$ cat src/rtl/tbd_pkg.sv
package tbd_pkg;
   typedef enum logic [2:0] {
      ST_HALT  = 3'd0,
      ST_FETCH = 3'd1,
      ST_READ  = 3'd2,
      ST_SEND  = 3'd3,
      ST_DONE  = 3'd4,
      ST_PARK  = 3'd5
   } tbd_state_e;

   // status field is the top five bits of a descriptor word
   localparam int STAT_W    = 5;
   localparam int STAT_RDY  = 4;
   localparam int STAT_WRAP = 3;
   localparam int STAT_LAST = 2;
   localparam int STAT_CRC  = 1;
   localparam int STAT_IRQ  = 0;

   localparam int EVT_N     = 2;
   localparam int EVT_PARK  = 0;
   localparam int EVT_FRAME = 1;
endpackage

$ cat src/rtl/tbd_desc_store.sv
module tbd_desc_store #(
   parameter int DEPTH = 8,
   parameter int DW    = 29,
   parameter int RDY   = 28,
   localparam int IW   = $clog2(DEPTH)
) (
   input  logic          clk,
   input  logic          rst_n,
   input  logic          sw_we,
   input  logic [IW-1:0] sw_idx,
   input  logic [DW-1:0] sw_data,
   input  logic [IW-1:0] rd_idx_a,
   output logic [DW-1:0] rd_data_a,
   input  logic [IW-1:0] rd_idx_b,
   output logic [DW-1:0] rd_data_b,
   input  logic          give_back,
   input  logic [IW-1:0] give_idx
);
   logic [DEPTH*DW-1:0] ent_flat;

   for (genvar g = 0; g < DEPTH; g++) begin : g_ent
      logic [DW-1:0] q;
      always_ff @(posedge clk or negedge rst_n) begin
         if (!rst_n) begin
            q <= '0;
         end else if (sw_we && sw_idx == IW'(g)) begin
            q <= sw_data;            // software write wins over hand-back
         end else if (give_back && give_idx == IW'(g)) begin
            q[RDY] <= 1'b0;
         end
      end
      assign ent_flat[g*DW +: DW] = q;
   end

   always_comb begin
      rd_data_a = '0;
      rd_data_b = '0;
      for (int k = 0; k < DEPTH; k++) begin
         if (rd_idx_a == IW'(k)) rd_data_a = ent_flat[k*DW +: DW];
         if (rd_idx_b == IW'(k)) rd_data_b = ent_flat[k*DW +: DW];
      end
   end
endmodule

$ cat src/rtl/tbd_ring_step.sv
module tbd_ring_step #(
   parameter int DEPTH = 8,
   localparam int IW   = $clog2(DEPTH)
) (
   input  logic [IW-1:0] cur,
   input  logic          wrap,
   output logic [IW-1:0] nxt
);
   localparam bit POW2 = (DEPTH == (1 << IW));

   if (POW2) begin : g_pow2
      // index rolls over naturally at the top entry
      assign nxt = wrap ? '0 : cur + 1'b1;
   end else begin : g_any
      assign nxt = (wrap || cur == IW'(DEPTH - 1)) ? '0 : cur + 1'b1;
   end
endmodule

$ cat src/rtl/tbd_evt_reg.sv
module tbd_evt_reg #(
   parameter int N = 2
) (
   input  logic         clk,
   input  logic         rst_n,
   input  logic [N-1:0] set,
   input  logic [N-1:0] w1c,
   output logic [N-1:0] q
);
   always_ff @(posedge clk or negedge rst_n) begin
      if (!rst_n) q <= '0;
      else        q <= (q & ~w1c) | set;
   end
endmodule

$ cat src/rtl/tbd_tx_seq.sv
module tbd_tx_seq
   import tbd_pkg::*;
#(
   parameter int IW     = 3,
   parameter int LEN_W  = 12,
   parameter int ADDR_W = 12
) (
   input  logic              clk,
   input  logic              rst_n,
   input  logic              clr_halt,
   input  logic              gstop_req,
   input  logic              d_rdy,
   input  logic              d_wrap,
   input  logic              d_last,
   input  logic              d_crc,
   input  logic              d_irq,
   input  logic [LEN_W-1:0]  d_len,
   input  logic [ADDR_W-1:0] d_ptr,
   input  logic [IW-1:0]     nxt_idx,
   output logic [IW-1:0]     cur_idx,
   output logic              cur_wrap,
   output logic              give_back,
   output logic              set_park,
   output logic              set_frame,
   output logic              halted,
   output logic              buf_rd,
   output logic [ADDR_W-1:0] buf_addr,
   output logic              tx_valid,
   input  logic              tx_ready,
   output logic              tx_last,
   output logic [2:0]        tx_side
);
   tbd_state_e        st_q, st_d;
   logic [IW-1:0]     idx_q;
   logic [ADDR_W-1:0] ptr_q;
   logic [LEN_W-1:0]  len_q, cnt_q;
   logic [2:0]        side_q;
   logic              wrap_q, irq_q;
   logic              final_beat;

   assign cur_idx    = idx_q;
   assign cur_wrap   = wrap_q;
   assign final_beat = (cnt_q + 1'b1) == len_q;

   always_comb begin
      st_d      = st_q;
      give_back = 1'b0;
      set_park  = 1'b0;
      set_frame = 1'b0;
      buf_rd    = 1'b0;
      tx_valid  = 1'b0;
      tx_last   = 1'b0;
      unique case (st_q)
         ST_HALT: begin
            if (gstop_req) begin
               st_d     = ST_PARK;
               set_park = 1'b1;
            end else if (clr_halt) begin
               st_d = ST_FETCH;
            end
         end
         ST_FETCH: begin
            if (gstop_req) begin
               st_d     = ST_PARK;
               set_park = 1'b1;
            end else if (!d_rdy) begin
               st_d = ST_HALT;
            end else if (d_len == '0) begin
               st_d = ST_DONE;
            end else begin
               st_d = ST_READ;
            end
         end
         ST_READ: begin
            buf_rd = 1'b1;
            st_d   = ST_SEND;
         end
         ST_SEND: begin
            tx_valid = 1'b1;
            tx_last  = final_beat;
            if (tx_ready) st_d = final_beat ? ST_DONE : ST_READ;
         end
         ST_DONE: begin
            give_back = 1'b1;
            set_frame = irq_q;
            if (gstop_req) begin
               st_d     = ST_PARK;
               set_park = 1'b1;
            end else begin
               st_d = ST_FETCH;
            end
         end
         ST_PARK: begin
            if (!gstop_req) st_d = ST_FETCH;
         end
         default: st_d = ST_HALT;
      endcase
   end

   assign halted   = (st_q == ST_HALT);
   assign buf_addr = ptr_q + ADDR_W'(cnt_q);
   assign tx_side  = side_q;

   always_ff @(posedge clk or negedge rst_n) begin
      if (!rst_n) begin
         st_q   <= ST_HALT;
         idx_q  <= '0;
         ptr_q  <= '0;
         len_q  <= '0;
         cnt_q  <= '0;
         side_q <= '0;
         wrap_q <= 1'b0;
         irq_q  <= 1'b0;
      end else begin
         st_q <= st_d;
         if (st_q == ST_FETCH && st_d != ST_PARK && d_rdy) begin
            ptr_q  <= d_ptr;
            len_q  <= d_len;
            cnt_q  <= '0;
            side_q <= {d_last, d_crc, d_irq};
            wrap_q <= d_wrap;
            irq_q  <= d_irq;
         end
         if (st_q == ST_SEND && tx_ready && !final_beat) cnt_q <= cnt_q + 1'b1;
         if (st_q == ST_DONE) idx_q <= nxt_idx;
      end
   end
endmodule

$ cat src/rtl/tbd_tx_engine.sv
module tbd_tx_engine
   import tbd_pkg::*;
#(
   parameter int RING_DEPTH = 8,
   parameter int LEN_W      = 12,
   parameter int ADDR_W     = 12,
   localparam int IW        = $clog2(RING_DEPTH),
   localparam int DESC_W    = STAT_W + LEN_W + ADDR_W
) (
   input  logic              clk,
   input  logic              rst_n,
   input  logic              dsc_wr_en,
   input  logic [IW-1:0]     dsc_wr_idx,
   input  logic [DESC_W-1:0] dsc_wr_data,
   input  logic [IW-1:0]     dsc_rd_idx,
   output logic [DESC_W-1:0] dsc_rd_data,
   input  logic              cmd_clr_halt,
   input  logic              gstop_req,
   input  logic [1:0]        evt_w1c,
   output logic [1:0]        evt_out,
   output logic              halted,
   output logic              buf_rd,
   output logic [ADDR_W-1:0] buf_addr,
   input  logic [7:0]        buf_data,
   output logic              tx_valid,
   input  logic              tx_ready,
   output logic [7:0]        tx_data,
   output logic              tx_last,
   output logic [2:0]        tx_side
);
   localparam int STAT_LSB = LEN_W + ADDR_W;

   if (RING_DEPTH < 2) begin : g_bad_depth
      $error("tbd_tx_engine: RING_DEPTH must be at least 2");
   end
   if (LEN_W < 1 || ADDR_W < 1) begin : g_bad_width
      $error("tbd_tx_engine: LEN_W and ADDR_W must be positive");
   end

   logic [DESC_W-1:0] cur_word;
   logic [IW-1:0]     cur_idx, nxt_idx;
   logic              cur_wrap, give_back, set_park, set_frame;
   logic [EVT_N-1:0]  evt_set;

   tbd_desc_store #(
      .DEPTH (RING_DEPTH),
      .DW    (DESC_W),
      .RDY   (STAT_LSB + STAT_RDY)
   ) u_store (
      .clk       (clk),
      .rst_n     (rst_n),
      .sw_we     (dsc_wr_en),
      .sw_idx    (dsc_wr_idx),
      .sw_data   (dsc_wr_data),
      .rd_idx_a  (dsc_rd_idx),
      .rd_data_a (dsc_rd_data),
      .rd_idx_b  (cur_idx),
      .rd_data_b (cur_word),
      .give_back (give_back),
      .give_idx  (cur_idx)
   );

   tbd_ring_step #(.DEPTH(RING_DEPTH)) u_step (
      .cur  (cur_idx),
      .wrap (cur_wrap),
      .nxt  (nxt_idx)
   );

   tbd_tx_seq #(
      .IW     (IW),
      .LEN_W  (LEN_W),
      .ADDR_W (ADDR_W)
   ) u_seq (
      .clk       (clk),
      .rst_n     (rst_n),
      .clr_halt  (cmd_clr_halt),
      .gstop_req (gstop_req),
      .d_rdy     (cur_word[STAT_LSB + STAT_RDY]),
      .d_wrap    (cur_word[STAT_LSB + STAT_WRAP]),
      .d_last    (cur_word[STAT_LSB + STAT_LAST]),
      .d_crc     (cur_word[STAT_LSB + STAT_CRC]),
      .d_irq     (cur_word[STAT_LSB + STAT_IRQ]),
      .d_len     (cur_word[ADDR_W +: LEN_W]),
      .d_ptr     (cur_word[0 +: ADDR_W]),
      .nxt_idx   (nxt_idx),
      .cur_idx   (cur_idx),
      .cur_wrap  (cur_wrap),
      .give_back (give_back),
      .set_park  (set_park),
      .set_frame (set_frame),
      .halted    (halted),
      .buf_rd    (buf_rd),
      .buf_addr  (buf_addr),
      .tx_valid  (tx_valid),
      .tx_ready  (tx_ready),
      .tx_last   (tx_last),
      .tx_side   (tx_side)
   );

   always_comb begin
      evt_set            = '0;
      evt_set[EVT_PARK]  = set_park;
      evt_set[EVT_FRAME] = set_frame;
   end

   tbd_evt_reg #(.N(EVT_N)) u_evt (
      .clk   (clk),
      .rst_n (rst_n),
      .set   (evt_set),
      .w1c   (evt_w1c),
      .q     (evt_out)
   );

   // the buffer RAM holds its output until the next read, so beats come straight from it
   assign tx_data = tx_valid ? buf_data : 8'h00;
endmodule

$ cat config.mk
export PLATFORM = sky130hd
export DESIGN_NAME = tbd_tx_engine
export DESIGN_NICKNAME = d
export VERILOG_FILES = /design/src/rtl/tbd_pkg.sv /design/src/rtl/tbd_desc_store.sv /design/src/rtl/tbd_ring_step.sv /design/src/rtl/tbd_evt_reg.sv /design/src/rtl/tbd_tx_seq.sv /design/src/rtl/tbd_tx_engine.sv
export SDC_FILE = /design/constraint.sdc
export NUM_CORES = 1
export LEC_CHECK = 0
export BUFFER_PORTS_ARGS = -buffer_cell sky130_fd_sc_hd__buf_4
export CORE_MARGIN = 2
export CORE_UTILIZATION = 30
export DETAILED_ROUTE_END_ITERATION = 8
export GPL_TIMING_DRIVEN = 0
export SLEW_MARGIN = 20
export SYNTH_ARGS = -nofsm -noshare
export SYNTH_HDL_FRONTEND = slang
export SYNTH_HIERARCHICAL = 1
export SYNTH_SLANG_ARGS = --single-unit
export TNS_END_PERCENT = 100
$ cat constraint.sdc
create_clock -name clk -period 5.1 [get_ports clk]
set_clock_uncertainty 0.1 [all_clocks]
set_input_delay 0.255 -clock clk [delete_from_list [all_inputs] [get_ports clk]]
set_output_delay 0.255 -clock clk [all_outputs]
set_load 0.02 [all_outputs]
==> run_results.csv <==
group,metric,value,unit
synthesis,yosys-mux-area-fraction,28.7,%
synthesis,synth.top_cell.area_share,44.3,%
worst_hold_path,hold_class,"in -> async",
grt,initial_antenna_violation_count,4,
synthesis,synth_seq_cells,280,
critical_path,path_max_fanout,10,
cts,cts_num_sinks,280,
sta,slew_viol_final,0,
drt,routed_wirelength,57.1,mm
synthesis,synth_edf_count,0,
grt,grtUsageMet1,28.0,%
synthesis,synth_top_family_by_area,"multiplexers",
finish,layout-area-overhead-vs-synth,20.5,%
sta,final_min_period_over_clock_period,84.3,%
critical_path,timing.rr.start,"u_seq/cur_idx[0]",
power,cellPowerDensity,507,nW/µm²
grt,track_usage,20.6,%
cts,postCtsResizedCells,0,
floorplanning,floorplan.initialDensity,30.2,%
power,ir_drop,273,µV
power,power.static_leakage,8.02,nW
floorplanning,floorplan.die_area,54600,µm²
synthesis,async_reset_ff_share,100,%
floorplanning,die_h,234,µm
floorplanning,floorplan.core_area,52300,µm²
drt,antenna_left,0,
placement,io_buffers,106,
floorplanning,row_count,84,
synthesis,synth.yosys.seq_area_share,44.3,%
power,total_power,9.66,mW
cts,root_cell_of_the_clock_tree,"sky130_fd_sc_hd__clkbuf_16",
finish,final_layout_size_suffix_gt1_share,35.7,%
cts,cts_made_buffers,31,
synthesis,yosys.area_share.simple,8.50,%
status,status,"finished clean",
synthesis,ys_dominant_reg_cell,"sky130_fd_sc_hd__dfrtp_1",
synthesis,synthCells,1346,
critical_path,crit_required,5460,ps
grt,global_route.overflow_total,0,
grt,grt_pass1_vias,12603,
synthesis,yosys_warnings,6,
cts,htree_num_levels,1,
drt,detailedRoute.firstPassIterationCount,6,
critical_path,criticalPathCategory,"reg -> reg",
synthesis,synth_area_leader_cell,"sky130_fd_sc_hd__dfrtp_1",
sta,rsz0062_at_grt,"false",
sta,tns,0,ps
placement,detailedPlacementHpwl,39.3,mm
grt,grt_max_degree,97,
synthesis,post_synth_fa_ha_maj_area_fraction,1.15,%
finish,fin_util,36.4,%
finish,area.sequential,7010,µm²
critical_path,worst_setup_path_start_kind,"register",
synthesis,synth-xor-area-share,1.54,%
critical_path,critPathCaptureType,"register",
floorplanning,die_boundary_width,234,µm
synthesis,synth_area,15800,µm²
sta,period_needed,4300,ps
cts,clk_transition_reported_paths,70,ps
synthesis,synth.net_count,1411,
grt,global_route_met2_usage,32.3,%
critical_path,setup.worst_path.start,"u_seq/cur_idx[0]",
synthesis,syn_avg_cell_area,11.8,µm²
sta,max_slew_margin,17.9,%
sta,report.final.hold_viol_count,0,
critical_path,critical_path_arrival,4660,ps
drt,vias,12674,
sta,final_setup_violation_count,0,
sta,max_freq,232,MHz
floorplanning,design.portCount,109,
synthesis,synth-compound-area-share,12.2,%
drt,detail_route.drc_violations,0,
cts,clock_latency_reported_for_the_late_side_of_the_worst_skew_pair,600,ps
drt,post_drt_via_cell_ratio,5.66,
sta,worst_pin_slew,1230,ps
run,maxCapViolations,0,
placement,place_congestion,0.960,
cts,cts_buffer_depth,3,
finish,finalNetCount,1589,
grt,grt_first_pass_wirelength,82.9,mm
drt,route.detailed.wl_per_inst,25.5,µm
finish,final.fill_count,5160,
drt,drtIter0Drc,1307,
finish,footprint_of_the_multi_input_gates,8230,µm²
synthesis,synth_top_cells_by_area,"sky130_fd_sc_hd__dfrtp_1 (44%), sky130_fd_sc_hd__mux2_2 (19%), sky130_fd_sc_hd__mux4_2 (4.6%)",
cts,cts_tree,"yes",
grt,met3_usage,3.98,%
synthesis,synth.lib_cells_used.distinct,66,
grt,grt_max_usage_layer,"met2",
[logic make-up after synthesis]
group,after synthesis
muxes,377
AOI/OAI and AO/OA,281
DFF,280
and+or+nand+nor,250
buffers and inverters,117
xor gates and xnor gates,27
adders and majority gates,14
[where the power goes]
part	switching [mW]	internal [mW]	total [mW]
clock	0.981	1.51	2.49
sequential	0.508	2.78	3.29
combinational	2.16	1.71	3.88
[cell usage after synthesis, types with 13 or more instances]
library cell,instances
sky130_fd_sc_hd__nand3_1,23
sky130_fd_sc_hd__a221oi_1,13
sky130_fd_sc_hd__buf_4,13
sky130_fd_sc_hd__nor3_1,17
sky130_fd_sc_hd__a21oi_1,67
sky130_fd_sc_hd__buf_2,57
sky130_fd_sc_hd__nor2b_1,18
sky130_fd_sc_hd__mux4_2,32
sky130_fd_sc_hd__a22oi_1,17
sky130_fd_sc_hd__o21ai_0,53
sky130_fd_sc_hd__a22o_1,13
sky130_fd_sc_hd__mux2_1,17
sky130_fd_sc_hd__dfrtp_1,280
sky130_fd_sc_hd__o211ai_1,13
sky130_fd_sc_hd__inv_1,18
sky130_fd_sc_hd__a21o_1,16
sky130_fd_sc_hd__nand2_1,53
sky130_fd_sc_hd__nor2_1,50
sky130_fd_sc_hd__mux2_2,270
sky130_fd_sc_hd__xnor2_1,19
sky130_fd_sc_hd__clkbuf_1,24
sky130_fd_sc_hd__ha_1,13
sky130_fd_sc_hd__mux2i_1,58
sky130_fd_sc_hd__a32oi_1,27
sky130_fd_sc_hd__nand2b_1,27
[placed cells by master (no fill, tap or decap), types with 31 or more instances in the layout]
| cell | instances |
|---|---|
| sky130_fd_sc_hd__buf_2 | 57 |
| sky130_fd_sc_hd__nand2_1 | 53 |
| sky130_fd_sc_hd__mux2_2 | 270 |
| sky130_fd_sc_hd__mux4_2 | 32 |
| sky130_fd_sc_hd__mux2i_1 | 58 |
| sky130_fd_sc_hd__clkbuf_16 | 31 |
| sky130_fd_sc_hd__a21oi_1 | 67 |
| sky130_fd_sc_hd__dlygate4sd3_1 | 36 |
| sky130_fd_sc_hd__nor2_1 | 50 |
| sky130_fd_sc_hd__dfrtp_1 | 280 |
| sky130_fd_sc_hd__buf_4 | 118 |
| sky130_fd_sc_hd__o21ai_0 | 53 |
[sequential cells by signal (all words and copies together) (netlist names)]
register         flops
u_evt/q              2
u_seq/cur_wrap       1
u_store/g_ent.q    232
u_seq/tx_side        3
u_seq/cur_idx        3
u_seq/len_q         12
u_seq/cnt_q         12
u_seq/ptr_q         12
u_seq/st_q           3
[routing by layer]
metal / share of wire [%] / wire (µm)
met1: 42 / 24200
met2: 45 / 25700
met3: 8.5 / 4860
met4: 4.1 / 2360
met5: 0.040 / 23
[repair_timing]
action	in CTS	in global routing
hold endpoints to repair	356	0
hold buffers	36	0
buffers inserted	0	0
[worst paths after layout]
path,end,slack (ps),depth (start not counted)
max in group asynchronous,u_store/g_ent[5].q[1],3600,4
worst min register to register,u_evt/q[1],380,1
worst min-delay path,u_seq/cnt_q[11],110,2
worst max register to register,u_seq/len_q[10],800,8
worst max-delay path,u_seq/len_q[10],800,8
min in group clk,u_store/g_ent[4].q[28],220,5
[worst max-delay path: stages (launching register included)]
cell and delay, ps:
sky130_fd_sc_hd__dfrtp_1 580, sky130_fd_sc_hd__buf_4 270, sky130_fd_sc_hd__nor3b_2 680, sky130_fd_sc_hd__a21oi_1 150
sky130_fd_sc_hd__a22oi_1 470, sky130_fd_sc_hd__nand2_1 200, sky130_fd_sc_hd__nor4_4 830, sky130_fd_sc_hd__clkbuf_1 510
sky130_fd_sc_hd__mux2_2 400
[area by class of cell]
| class | instances | area share [%] |
|---|---|---|
| diodes | 3 | 0.0394 |
| plain buffers | 99 | 2.70 |
| clock buffers | 38 | 4.31 |
| clock inverters | 19 | 1.58 |
| inverters | 18 | 0.354 |
| multi-input cells | 949 | 43.2 |
| flip-flops and latches | 280 | 36.8 |
| well taps | 688 | 4.52 |
| repair buffers | 145 | 6.54 |
[metrics by stage]
stage / cells / instance area (µm²) / hold slack (ps) / worst slack [ps]
finish: 2239 / 19100 / 112 / 799
global route: 2237 / 19100 / 157 / 600
CTS: 2236 / 19000 / 124 / 832
detailed placement: 2143 / 17600 / 140 / 881
global placement: 2140 / 17500 / 364 / 966
floorplan: 1346 / 15800 / -141 / 2250
No activity file was read; power rests on OpenSTA's default activity.
